==> src/rtl/maint_cmd_queue_pkg.sv <==
package maint_cmd_queue_pkg;
  localparam int REG_AW = 3;
  localparam int REG_DW = 32;
  localparam int DUR_W  = 34;

  // register word indices
  localparam logic [REG_AW-1:0] RG_CMD  = 3'd0;
  localparam logic [REG_AW-1:0] RG_BASE = 3'd1;
  localparam logic [REG_AW-1:0] RG_LEN  = 3'd2;
  localparam logic [REG_AW-1:0] RG_WAYS = 3'd3;
  localparam logic [REG_AW-1:0] RG_ACC  = 3'd4;
  localparam logic [REG_AW-1:0] RG_DONE = 3'd5;

  // command word bits
  localparam int CB_GO     = 0;
  localparam int CB_OP_LO  = 1;
  localparam int CB_RANGE  = 4;
  localparam int CB_WAYSEL = 5;

  // acceptance word bits
  localparam int AB_FULL = 0;
  localparam int AB_LOST = 1;

  typedef struct packed {
    logic              clrSetup;
    logic              ldCmd;
    logic              ldBase;
    logic              ldLen;
    logic              ldWays;
    logic              push;
    logic              pop;
    logic [REG_DW-1:0] wdata;
  } cmqStrobe_t;
endpackage

==> src/rtl/maint_cmd_queue_dp.sv <==
module maint_cmd_queue_dp
  import maint_cmd_queue_pkg::*;
#(
  parameter int NCPU       = 4,
  parameter int QDEPTH     = 4,
  parameter int NWAY       = 8,
  parameter int BASE_LAT   = 4,
  parameter int FULL_LAT   = 20,
  parameter int LINE_SHIFT = 6
) (
  input  logic                    clk,
  input  logic                    rstN,
  input  cmqStrobe_t              strobe,
  input  logic [$clog2(NCPU)-1:0] ownerId,
  output logic                    qFull,
  output logic                    qEmpty,
  output logic [DUR_W-1:0]        headDur,
  output logic [$clog2(NCPU)-1:0] curCpu,
  output logic [2:0]              engOp,
  output logic                    engRange,
  output logic [REG_DW-1:0]       engAddr,
  output logic [REG_DW-1:0]       engSize,
  output logic [NWAY-1:0]         engWays
);
  localparam int CIDW       = $clog2(NCPU);
  localparam int PTRW       = (QDEPTH > 1) ? $clog2(QDEPTH) : 1;
  localparam int CNTW       = $clog2(QDEPTH + 1);
  localparam int LINE_BYTES = 1 << LINE_SHIFT;

  typedef struct packed {
    logic [2:0]        op;
    logic              rng;
    logic [REG_DW-1:0] base;
    logic [REG_DW-1:0] len;
    logic [NWAY-1:0]   ways;
    logic [CIDW-1:0]   cpu;
  } entry_t;

  // setup shadow registers
  logic [2:0]        shOp;
  logic              shRange;
  logic              shWaySel;
  logic [REG_DW-1:0] shBase;
  logic [REG_DW-1:0] shLen;
  logic [NWAY-1:0]   shWays;

  always_ff @(posedge clk or negedge rstN) begin
    if (!rstN) begin
      shOp     <= '0;
      shRange  <= 1'b0;
      shWaySel <= 1'b0;
      shBase   <= '0;
      shLen    <= '0;
      shWays   <= '0;
    end else begin
      if (strobe.clrSetup) begin
        shBase <= '0;
        shLen  <= '0;
        shWays <= '0;
      end
      if (strobe.ldCmd) begin
        shOp     <= strobe.wdata[CB_OP_LO +: 3];
        shRange  <= strobe.wdata[CB_RANGE];
        shWaySel <= strobe.wdata[CB_WAYSEL];
      end
      if (strobe.ldBase) shBase <= strobe.wdata;
      if (strobe.ldLen)  shLen  <= strobe.wdata;
      if (strobe.ldWays) shWays <= strobe.wdata[NWAY-1:0];
    end
  end

  entry_t newEntry;
  always_comb begin
    newEntry.op   = shOp;
    newEntry.rng  = shRange;
    newEntry.base = shRange ? shBase : '0;
    newEntry.len  = shRange ? shLen : '0;
    newEntry.ways = shWaySel ? shWays : '1;
    newEntry.cpu  = ownerId;
  end

  // command FIFO
  entry_t          mem [QDEPTH];
  logic [PTRW-1:0] wrPtr, rdPtr;
  logic [CNTW-1:0] count;

  function automatic logic [PTRW-1:0] nextPtr(input logic [PTRW-1:0] p);
    return (p == PTRW'(QDEPTH - 1)) ? '0 : p + PTRW'(1);
  endfunction

  assign qFull  = (count == CNTW'(QDEPTH));
  assign qEmpty = (count == '0);

  always_ff @(posedge clk) begin
    if (strobe.push) mem[wrPtr] <= newEntry;
  end

  always_ff @(posedge clk or negedge rstN) begin
    if (!rstN) begin
      wrPtr <= '0;
      rdPtr <= '0;
      count <= '0;
    end else begin
      if (strobe.push) wrPtr <= nextPtr(wrPtr);
      if (strobe.pop)  rdPtr <= nextPtr(rdPtr);
      case ({strobe.push, strobe.pop})
        2'b10:   count <= count + CNTW'(1);
        2'b01:   count <= count - CNTW'(1);
        default: count <= count;
      endcase
    end
  end

  // duration of the command at the head
  entry_t      head;
  logic [32:0] lines;
  assign head  = mem[rdPtr];
  assign lines = (33'(head.len) + 33'(LINE_BYTES - 1)) >> LINE_SHIFT;
  assign headDur = head.rng ? (DUR_W'(BASE_LAT) + DUR_W'(lines)) : DUR_W'(FULL_LAT);

  // command held by the engine
  entry_t curQ;
  always_ff @(posedge clk or negedge rstN) begin
    if (!rstN)           curQ <= '0;
    else if (strobe.pop) curQ <= head;
  end

  assign curCpu   = curQ.cpu;
  assign engOp    = curQ.op;
  assign engRange = curQ.rng;
  assign engAddr  = curQ.base;
  assign engSize  = curQ.len;
  assign engWays  = curQ.ways;

  AST_NO_OVERFLOW: assert property (@(posedge clk) disable iff (!rstN)
    strobe.push |-> !qFull);
  AST_NO_UNDERFLOW: assert property (@(posedge clk) disable iff (!rstN)
    strobe.pop |-> !qEmpty);
endmodule

==> src/rtl/maint_cmd_queue_ctrl.sv <==
module maint_cmd_queue_ctrl
  import maint_cmd_queue_pkg::*;
#(
  parameter int NCPU = 4
) (
  input  logic                     clk,
  input  logic                     rstN,
  input  logic [NCPU-1:0]          regWr,
  input  logic [NCPU-1:0]          regRd,
  input  logic [NCPU*REG_AW-1:0]   regAddr,
  input  logic [NCPU*REG_DW-1:0]   regWdata,
  output logic [NCPU*REG_DW-1:0]   regRdata,
  input  logic                     qFull,
  input  logic                     qEmpty,
  input  logic [DUR_W-1:0]         headDur,
  input  logic [$clog2(NCPU)-1:0]  curCpu,
  output cmqStrobe_t               strobe,
  output logic [$clog2(NCPU)-1:0]  ownerId,
  output logic                     engBusy,
  output logic                     engDone
);
  localparam int CIDW = $clog2(NCPU);

  logic [REG_AW-1:0] laneAddr [NCPU];
  logic [REG_DW-1:0] laneData [NCPU];
  logic [NCPU-1:0]   goReq, setupWr, accRd, doneWr, lose;

  for (genvar g = 0; g < NCPU; g++) begin : g_lane
    assign laneAddr[g] = regAddr[g*REG_AW +: REG_AW];
    assign laneData[g] = regWdata[g*REG_DW +: REG_DW];
    assign goReq[g]    = regWr[g] && (laneAddr[g] == RG_CMD) && laneData[g][CB_GO];
    assign setupWr[g]  = regWr[g] && (laneAddr[g] <= RG_WAYS);
    assign accRd[g]    = regRd[g] && !regWr[g] && (laneAddr[g] == RG_ACC);
    assign doneWr[g]   = regWr[g] && (laneAddr[g] == RG_DONE) && laneData[g][0];
  end

  // window ownership
  logic            ownValid;
  logic [CIDW-1:0] ownId;
  logic            winValid, grant, ownerAcc;
  logic [CIDW-1:0] winId;

  always_comb begin
    winId    = '0;
    winValid = 1'b0;
    for (int i = NCPU - 1; i >= 0; i--) begin
      if (goReq[i]) begin
        winId    = CIDW'(i);
        winValid = 1'b1;
      end
    end
  end

  assign grant    = !ownValid && winValid;
  assign ownerAcc = ownValid && accRd[ownId];
  assign ownerId  = ownId;

  always_comb begin
    for (int i = 0; i < NCPU; i++) begin
      lose[i] = setupWr[i] && ((ownValid && (ownId != CIDW'(i))) ||
                               (grant && (winId != CIDW'(i))));
    end
  end

  // engine timer
  logic             engBusyQ;
  logic [DUR_W-1:0] remain;

  assign engBusy = engBusyQ;
  assign engDone = engBusyQ && (remain == DUR_W'(1));

  // strobes to the datapath
  always_comb begin
    strobe = '0;
    if (grant) begin
      strobe.clrSetup = 1'b1;
      strobe.ldCmd    = 1'b1;
      strobe.wdata    = laneData[winId];
    end else if (ownValid && regWr[ownId]) begin
      strobe.wdata = laneData[ownId];
      case (laneAddr[ownId])
        RG_CMD:  strobe.ldCmd  = 1'b1;
        RG_BASE: strobe.ldBase = 1'b1;
        RG_LEN:  strobe.ldLen  = 1'b1;
        RG_WAYS: strobe.ldWays = 1'b1;
        default: ;
      endcase
    end
    strobe.push = ownerAcc && !qFull;
    strobe.pop  = !engBusyQ && !qEmpty;
  end

  // per-lane flags
  logic [NCPU-1:0] lostFlag, fullFlag, doneFlag;

  always_ff @(posedge clk or negedge rstN) begin
    if (!rstN) begin
      ownValid <= 1'b0;
      ownId    <= '0;
      lostFlag <= '0;
      fullFlag <= '0;
      doneFlag <= '0;
      engBusyQ <= 1'b0;
      remain   <= '0;
    end else begin
      if (grant) begin
        ownValid <= 1'b1;
        ownId    <= winId;
      end else if (ownerAcc) begin
        ownValid <= 1'b0;
      end

      for (int i = 0; i < NCPU; i++) begin
        if (grant && (winId == CIDW'(i))) begin
          lostFlag[i] <= 1'b0;
          fullFlag[i] <= 1'b0;
        end else if (lose[i]) begin
          lostFlag[i] <= 1'b1;
        end
        if (ownerAcc && (ownId == CIDW'(i))) fullFlag[i] <= qFull;
        if (engDone && (curCpu == CIDW'(i))) doneFlag[i] <= 1'b1;
        else if (doneWr[i])                  doneFlag[i] <= 1'b0;
      end

      if (strobe.pop) begin
        engBusyQ <= 1'b1;
        remain   <= headDur;
      end else if (engDone) begin
        engBusyQ <= 1'b0;
      end else if (engBusyQ) begin
        remain <= remain - DUR_W'(1);
      end
    end
  end

  // read data
  always_comb begin
    regRdata = '0;
    for (int i = 0; i < NCPU; i++) begin
      if (regRd[i] && !regWr[i]) begin
        case (laneAddr[i])
          RG_ACC: begin
            if (ownValid && (ownId == CIDW'(i))) begin
              regRdata[i*REG_DW + AB_FULL] = qFull;
            end else begin
              regRdata[i*REG_DW + AB_FULL] = fullFlag[i];
              regRdata[i*REG_DW + AB_LOST] = lostFlag[i];
            end
          end
          RG_DONE: regRdata[i*REG_DW] = doneFlag[i];
          default: ;
        endcase
      end
    end
  end

  AST_OWNER_HELD: assert property (@(posedge clk) disable iff (!rstN)
    (ownValid && !ownerAcc) |=> (ownValid && $stable(ownId)));
  AST_PUSH_RELEASES: assert property (@(posedge clk) disable iff (!rstN)
    strobe.push |=> !ownValid);
  AST_BUSY_UNTIL_DONE: assert property (@(posedge clk) disable iff (!rstN)
    (engBusyQ && !engDone) |=> engBusyQ);
  AST_DONE_TO_ISSUER: assert property (@(posedge clk) disable iff (!rstN)
    engDone |=> doneFlag[$past(curCpu)]);
endmodule

==> src/rtl/maint_cmd_queue.sv <==
module maint_cmd_queue
  import maint_cmd_queue_pkg::*;
#(
  parameter int NCPU       = 4,
  parameter int QDEPTH     = 4,
  parameter int NWAY       = 8,
  parameter int BASE_LAT   = 4,
  parameter int FULL_LAT   = 20,
  parameter int LINE_SHIFT = 6
) (
  input  logic                    clk,
  input  logic                    rstN,
  input  logic [NCPU-1:0]         regWr,
  input  logic [NCPU-1:0]         regRd,
  input  logic [NCPU*3-1:0]       regAddr,
  input  logic [NCPU*32-1:0]      regWdata,
  output logic [NCPU*32-1:0]      regRdata,
  output logic                    engBusy,
  output logic                    engDone,
  output logic [$clog2(NCPU)-1:0] engCpu,
  output logic [2:0]              engOp,
  output logic                    engRange,
  output logic [31:0]             engAddr,
  output logic [31:0]             engSize,
  output logic [NWAY-1:0]         engWays
);
  cmqStrobe_t              strobe;
  logic                    qFull, qEmpty;
  logic [DUR_W-1:0]        headDur;
  logic [$clog2(NCPU)-1:0] ownerId;

  maint_cmd_queue_ctrl #(.NCPU(NCPU)) u_ctrl (
    .clk      (clk),
    .rstN     (rstN),
    .regWr    (regWr),
    .regRd    (regRd),
    .regAddr  (regAddr),
    .regWdata (regWdata),
    .regRdata (regRdata),
    .qFull    (qFull),
    .qEmpty   (qEmpty),
    .headDur  (headDur),
    .curCpu   (engCpu),
    .strobe   (strobe),
    .ownerId  (ownerId),
    .engBusy  (engBusy),
    .engDone  (engDone)
  );

  maint_cmd_queue_dp #(
    .NCPU(NCPU), .QDEPTH(QDEPTH), .NWAY(NWAY),
    .BASE_LAT(BASE_LAT), .FULL_LAT(FULL_LAT), .LINE_SHIFT(LINE_SHIFT)
  ) u_dp (
    .clk      (clk),
    .rstN     (rstN),
    .strobe   (strobe),
    .ownerId  (ownerId),
    .qFull    (qFull),
    .qEmpty   (qEmpty),
    .headDur  (headDur),
    .curCpu   (engCpu),
    .engOp    (engOp),
    .engRange (engRange),
    .engAddr  (engAddr),
    .engSize  (engSize),
    .engWays  (engWays)
  );
endmodule

==> config.mk <==
export PLATFORM = sky130hd
export DESIGN_NAME = maint_cmd_queue
export DESIGN_NICKNAME = d
export VERILOG_FILES = /design/src/rtl/maint_cmd_queue_pkg.sv /design/src/rtl/maint_cmd_queue_dp.sv /design/src/rtl/maint_cmd_queue_ctrl.sv /design/src/rtl/maint_cmd_queue.sv
export SDC_FILE = /design/constraint.sdc
export NUM_CORES = 1
export LEC_CHECK = 0
export BUFFER_PORTS_ARGS = -buffer_cell sky130_fd_sc_hd__clkbuf_2
export CAP_MARGIN = 20
export CELL_PAD_IN_SITES_DETAIL_PLACEMENT = 1
export CELL_PAD_IN_SITES_GLOBAL_PLACEMENT = 1
export CORE_MARGIN = 4
export CORE_UTILIZATION = 50
export DETAILED_ROUTE_END_ITERATION = 10
export HOLD_SLACK_MARGIN = 0.12
export PLACE_DENSITY_LB_ADDON = 0.15
export SLEW_MARGIN = 5
export SYNTH_ARGS = -nofsm -noshare
export SYNTH_HDL_FRONTEND = slang
export SYNTH_HIERARCHICAL = 1
export SYNTH_SLANG_ARGS = --single-unit
==> constraint.sdc <==
create_clock -name clk -period 11 [get_ports clk]
set_clock_uncertainty 0.1 [all_clocks]
set_input_delay 1.1 -clock clk [delete_from_list [all_inputs] [get_ports clk]]
set_output_delay 1.1 -clock clk [all_outputs]
set_load 0.1 [all_outputs]
Yosys cells after proc, flatten, opt, wreduce, memory -nomap -nowiden
Memory sizes are Yosys's and may differ from the RTL's.
Index checks and enable logic that the tools add are counted.

storage, ports and cells
  flip-flop bits (word level) = 212
  output and inout port bits = 208
  memories kept = 1
  RAM bits = 312
  word-level logic and storage cells = 282

operators by class
  multiplexer cells = 96
  $lt $le $gt $ge = 7
  add/subtract/negate cells = 7
  reduce and logical (&&, ||, !) cells = 105
  bitwise operators = 2
  eq/ne operators = 33

memories
  memory    depth  width  rd ports  clocked after Yosys merged registers in  wr ports  RTL line                  text
  u_dp.mem  4      78     1         0                                        1         maint_cmd_queue_dp.sv:83  entry_t mem [QDEPTH];

operators by type and width
  kind                                                 count
  2-to-1 mux 32 bit                                    11
  2-to-1 mux 34 bit                                    4
  binary-select mux 32 bit (select 2 bit)              2
  logical AND 1 bit                                    62
  2-to-1 mux 1 bit                                     54
  nonzero test 2 bit                                   21
  == test 34 x 1 -> 1 bit, second input constant       1
  subtractor 34 x 1 -> 34 bit, second input constant   1
  adder 32 x 6 -> 33 bit, second input constant        1
  adder 3 x 27 -> 28 bit, first input constant         1
  == test 3 bit, second input constant                 9
  2-to-1 mux 8 bit                                     3
  2-to-1 mux 2 bit                                     10
  == test 2 bit, second input constant                 9
  logical NOT 3 bit                                    6
  <= comparator 3 x 2 -> 1 bit, second input constant  4
  2-to-1 mux 3 bit                                     3
  == test 2 x 1 -> 1 bit, second input constant        4
  logical NOT 1 bit                                    8
  != test 2 bit, second input constant                 4
  one-hot mux 1 bit (2 select lines)                   4
  binary-select mux 3 bit (select 2 bit)               1
  == test 3 x 2 -> 1 bit, second input constant        2
  >= comparator 3 bit, second input constant           2
  other kinds (13)                                     23

Logic depth before layout (Yosys ltp)
  depth after elaboration = 13
  depth in mapped cells = 15
  gate-level depth less buffers = 12

Hierarchy
Netlist, hierarchy kept.

by module, submodules not included
  module                times used  seq. area each (um^2)  cells each  area each (um^2)
  maint_cmd_queue_dp    1           13422.9                1190        19321.0
  maint_cmd_queue_ctrl  1           1251.2                 700         6090.8

Worst setup path before layout
Ideal clock, no wire load.

  kind = flip-flop to output port
  start = register u_ctrl.ownId[0], in the netlist u_ctrl/ownerId[0]
  end = output regRdata[64]
  slack = 5.101 ns
  cell stages (with the launch flop) = 8
  data arrival time = 4.699 ns
  path through = dfrtp_1 > clkbuf_1 > buf_1 > nand3b_1 > mux2i_1 > nor2_1 > a21oi_1 > nor4b_1

between the ends
  longest elaborated chain between the ends = 5

ends and longest elaborated chain
  element                             RTL line                     text
  start: declaration                  maint_cmd_queue_ctrl.sv:39   logic [CIDW-1:0] ownId;
  start signal: assignment            maint_cmd_queue_ctrl.sv:108  ownId <= winId;
  == test 2 bit                       maint_cmd_queue_ctrl.sv:143  if (ownValid && (ownId == CIDW'(i))) begin
  logical AND 1 bit                   maint_cmd_queue_ctrl.sv:143
  2-to-1 mux 1 bit                    maint_cmd_queue_ctrl.sv:143
  one-hot mux 1 bit (2 select lines)  maint_cmd_queue_ctrl.sv:141  case (laneAddr[i])
  2-to-1 mux 2 bit                    maint_cmd_queue_ctrl.sv:140  if (regRd[i] && !regWr[i]) begin
  end: declaration                    maint_cmd_queue.sv:17        output logic [NCPU*32-1:0] regRdata,

No other way between the ends.

Worst setup path after layout
  start = register u_dp.rdPtr[0]
  end = register u_ctrl.remain[24]

between the ends
  longest elaborated chain between the ends = 5

ends and longest elaborated chain
  element                   RTL line                     text
  start: declaration        maint_cmd_queue_dp.sv:84     logic [PTRW-1:0] wrPtr, rdPtr;
  start signal: assignment  maint_cmd_queue_dp.sv:105    if (strobe.pop) rdPtr <= nextPtr(rdPtr);
  memory (4 x 78 bit) *     -
  adder 32 x 6 -> 33 bit    maint_cmd_queue_dp.sv:118    assign lines = (33'(head.len) + 33'(LINE_BYTES - 1)) >> LINE_SHIFT;
  adder 3 x 27 -> 28 bit    maint_cmd_queue_dp.sv:119    assign headDur = head.rng ? (DUR_W'(BASE_LAT) + DUR_W'(lines)) : DUR_W'(FULL_LAT);
  2-to-1 mux 34 bit *       maint_cmd_queue_dp.sv:119
  net headDur[24]           maint_cmd_queue.sv:29        logic [DUR_W-1:0] headDur;
  2-to-1 mux 34 bit *       maint_cmd_queue_ctrl.sv:125  if (strobe.pop) begin
  end signal: assignment    maint_cmd_queue_ctrl.sv:127  remain <= headDur;
  end signal: assignment    maint_cmd_queue_ctrl.sv:131  remain <= remain - DUR_W'(1);
  end: declaration          maint_cmd_queue_ctrl.sv:67   logic [DUR_W-1:0] remain;

The timed path passes the listed nets; every way through them passes the cells marked *.
A chain may end at the register's enable or synchronous reset.

==> reports/metrics.yaml <==
synth_seq_cells: 524
grtUsageTotal_pct: 25.8
yosys.area_share.simple_pct: 11.2
placedCellCount: 2707
worstPathArrival_ps: 5590
fp.dieW_microns: 233
grt_overflow: 0
hold_violations: 0
routedWlPerCell_microns: 24.9
start_kind: "flop"
syn_area_sq_um: 25400
yosysTopAreaCellShare_pct: 36.9
leakage_nw: 10.4
worst_slew_pin_slew_ps: 1140
fp.dieH_microns: 233
synth_compound_area_share_pct: 8.57
ant_nets: 0
min_period_ps: 5180
io_buffers: 237
antenna_found_initial: 3
drc: 0
drtIter0Drc: 1323
max-slew-margin-rel_pct: 22.9
place.gp.congestion: 0.882
placementRows: 82
cts_resized: 0
crit_type: "reg2reg"
setup_ws_ps: 5820
fin_tns_setup_ps: 0
synthTopCellsByArea: "edfxtp_1, dfrtp_1, mux4_2"
nNetsFinal: 2251
setup_violations: 0
rsz0062_at_grt: "no"
clk_pin_slew_ps: 60
vias: 16500
pre_cts_ws_ps: 5830
status: "completed"
pin_count: 358
clock_sinks: 524
synth-seq-area-share_pct: 57.7
cts_buffers: 53
synth_area_per_cell_sq_um: 13.4
drv_cap: 0
fp.coreArea_sq_um: 50200
grt_max_degree: 109
avgViaCountPerCell: 5.89
dpl.hpwl_mm: 47.9
hold_class: "reg2reg"
dieArea_sq_um: 54500
ys.flop_type: "edfxtp_1"
syn-instance-count: 1890
synth-xor-area-share_pct: 1.45
clock-root-buffer: "clkbuf_16"
slew_violations: 0
ctsHtreeMaxLevel: 2
finish.utilization_pct: 57.0
grt_pass1_vias: 17600
finalCritPeriodShare_pct: 47.1
dr.pass1.iters: 7
synth.most_common_cell: "edfxtp_1"
ys_types: 84
drive_gt1_share_pct: 27.5
irDropWorstVdd_v: 0.000121
clk_path_buf_depth: 3
hold_ws_ps: 400
area_delta_synth_final_pct: 12.5
cts_tree: "yes"
worstSetupEndpointType: "flop"
reg2reg_depth: 12
synth_edf_count: 312
total_power_mw: 5.46
reg2reg_slack_ps: 5820
power_density_nw_per_um2: 191
crit_path_max_fanout: 45
holdBufCountCts: 0
clock_latency_ps: 600
wl_mm: 70.2
final_cells: 2812
async_reset_ff_share_pct: 40.5
post-cts-setup-buffers: 0
synth_common_cells: "edfxtp_1, dfrtp_1, buf_4, o21ai_0, nand2_1"
synth_warnings: 6
yosys.area.top_type: "edfxtp_1"
place_area_sq_um: 26700
whs_path_depth: 1
max_freq_mhz: 193
synth_mux_area_share_pct: 14.4
start_util_pct: 50.7
postLayoutCellArea_sq_um: 28600
grt_pass1_wl_mm: 108
synthAdderAreaFrac_pct: 0.561
synth_top_family_by_area: "multiplexers"
crit_required_ps: 11410
-- where the power goes --
part / switching [mW] / internal (mW) / total, mW / leakage [nW]
clock network: 0.782 / 1.11 / 1.89 / 0.875
registers: 0.110 / 2.29 / 2.40 / 5.33
logic: 0.811 / 0.360 / 1.17 / 4.17
total: 1.70 / 3.76 / 5.46 / 10.4
-- worst max-delay path, stage by stage, from the launching register on --
cell and delay, ps:
dfrtp_4 570, buf_4 740, buf_4 720, mux4_2 690, nand4_1 120, a21oi_1 70, xor2_1 400, nand4b_1 460
o41ai_2 430, mux2i_1 220, nor2b_1 140, a211oi_1 60, a211oi_1 250
-- path summary, 6_finish.rpt --
check | from | endpoint
worst max-delay path | u_dp/rdPtr[0]$_DFFE_PN0P_ | u_ctrl/remain[24]$_DFFE_PN0P_
worst min-delay path | u_dp/shWays[7]$_DFFE_PN0P_ | u_dp/shWays[7]$_DFFE_PN0P_
worst max register to register | u_dp/rdPtr[0]$_DFFE_PN0P_ | u_ctrl/remain[24]$_DFFE_PN0P_
worst min register to register | u_dp/shWays[7]$_DFFE_PN0P_ | u_dp/shWays[7]$_DFFE_PN0P_
max in group asynchronous | rstN | u_ctrl/ownerId[1]$_DFFE_PN0N_
min in group asynchronous | rstN | u_ctrl/remain[1]$_DFFE_PN0P_
-- registers in the layout (all words and copies together) (netlist names), 3 cells and up --
register and flops:
u_dp/shWays 8, u_dp/mem 312, u_dp/engSize 32, u_dp/shBase 32
u_dp/shLen 32, u_ctrl/doneFlag 4, u_ctrl/remain 34, u_ctrl/lostFlag 4
u_dp/count 3, u_dp/engWays 8, u_dp/engAddr 32, u_dp/engOp 3
u_ctrl/fullFlag 4, u_dp/shOp 3
-- kinds of logic (layout without fill, tap and decap cells) --
kind of cell,after synthesis,count (layout)
flip-flops,524,524
AO/OA/AOI/OAI,319,319
multiplexers,215,215
AND/OR/NAND/NOR,511,511
XOR/XNOR,42,42
buffers and inverters,266,387
other,2,131
adder cells (fa/ha/maj),11,11
-- routing by layer --
| layer | GRT usage (%) | vias to the layer above | share of wire, % |
|---|---|---|---|
| met3 | 4.17 | 103 | 5.1 |
| met2 | 44.1 | 508 | 51 |
| li1 | - | 7332 | - |
| met1 | 34.4 | 8606 | 41 |
| met5 | 0 | - | 0 |
| met4 | 7.43 | 0 | 2.6 |
-- area by class of cell --
type                    count  area (sq um)
flip-flops and latches    524         14700
clock buffers              66          1460
inverters                  20          77.6
clock inverters            34           378
well taps                 672           841
fillers                  4994         21600
repair buffers            267          1430
multi-input cells        1225          9710
diodes                      4          10.0
-- cells in the final DEF (no fill, tap or decap), types with 9 or more instances in the layout --
cell / count
a211oi_1: 35
xor2_1: 24
a21oi_1: 29
nand2b_1: 90
nor2_1: 58
o21ai_0: 124
xnor2_1: 18
edfxtp_1: 312
nor4_1: 16
a222oi_1: 31
buf_4: 29
a32oi_1: 33
clkinvlp_4: 9
and3_1: 11
nor2b_1: 20
clkbuf_2: 236
inv_1: 18
and2_1: 73
conb_1: 127
mux4_2: 106
ha_1: 9
mux2_2: 93
nor3_1: 18
nand2_1: 119
nand3_1: 26
clkbuf_16: 55
mux2i_1: 12
nand4_1: 12
dfrtp_1: 208
Power figures use the tool's default switching activity.
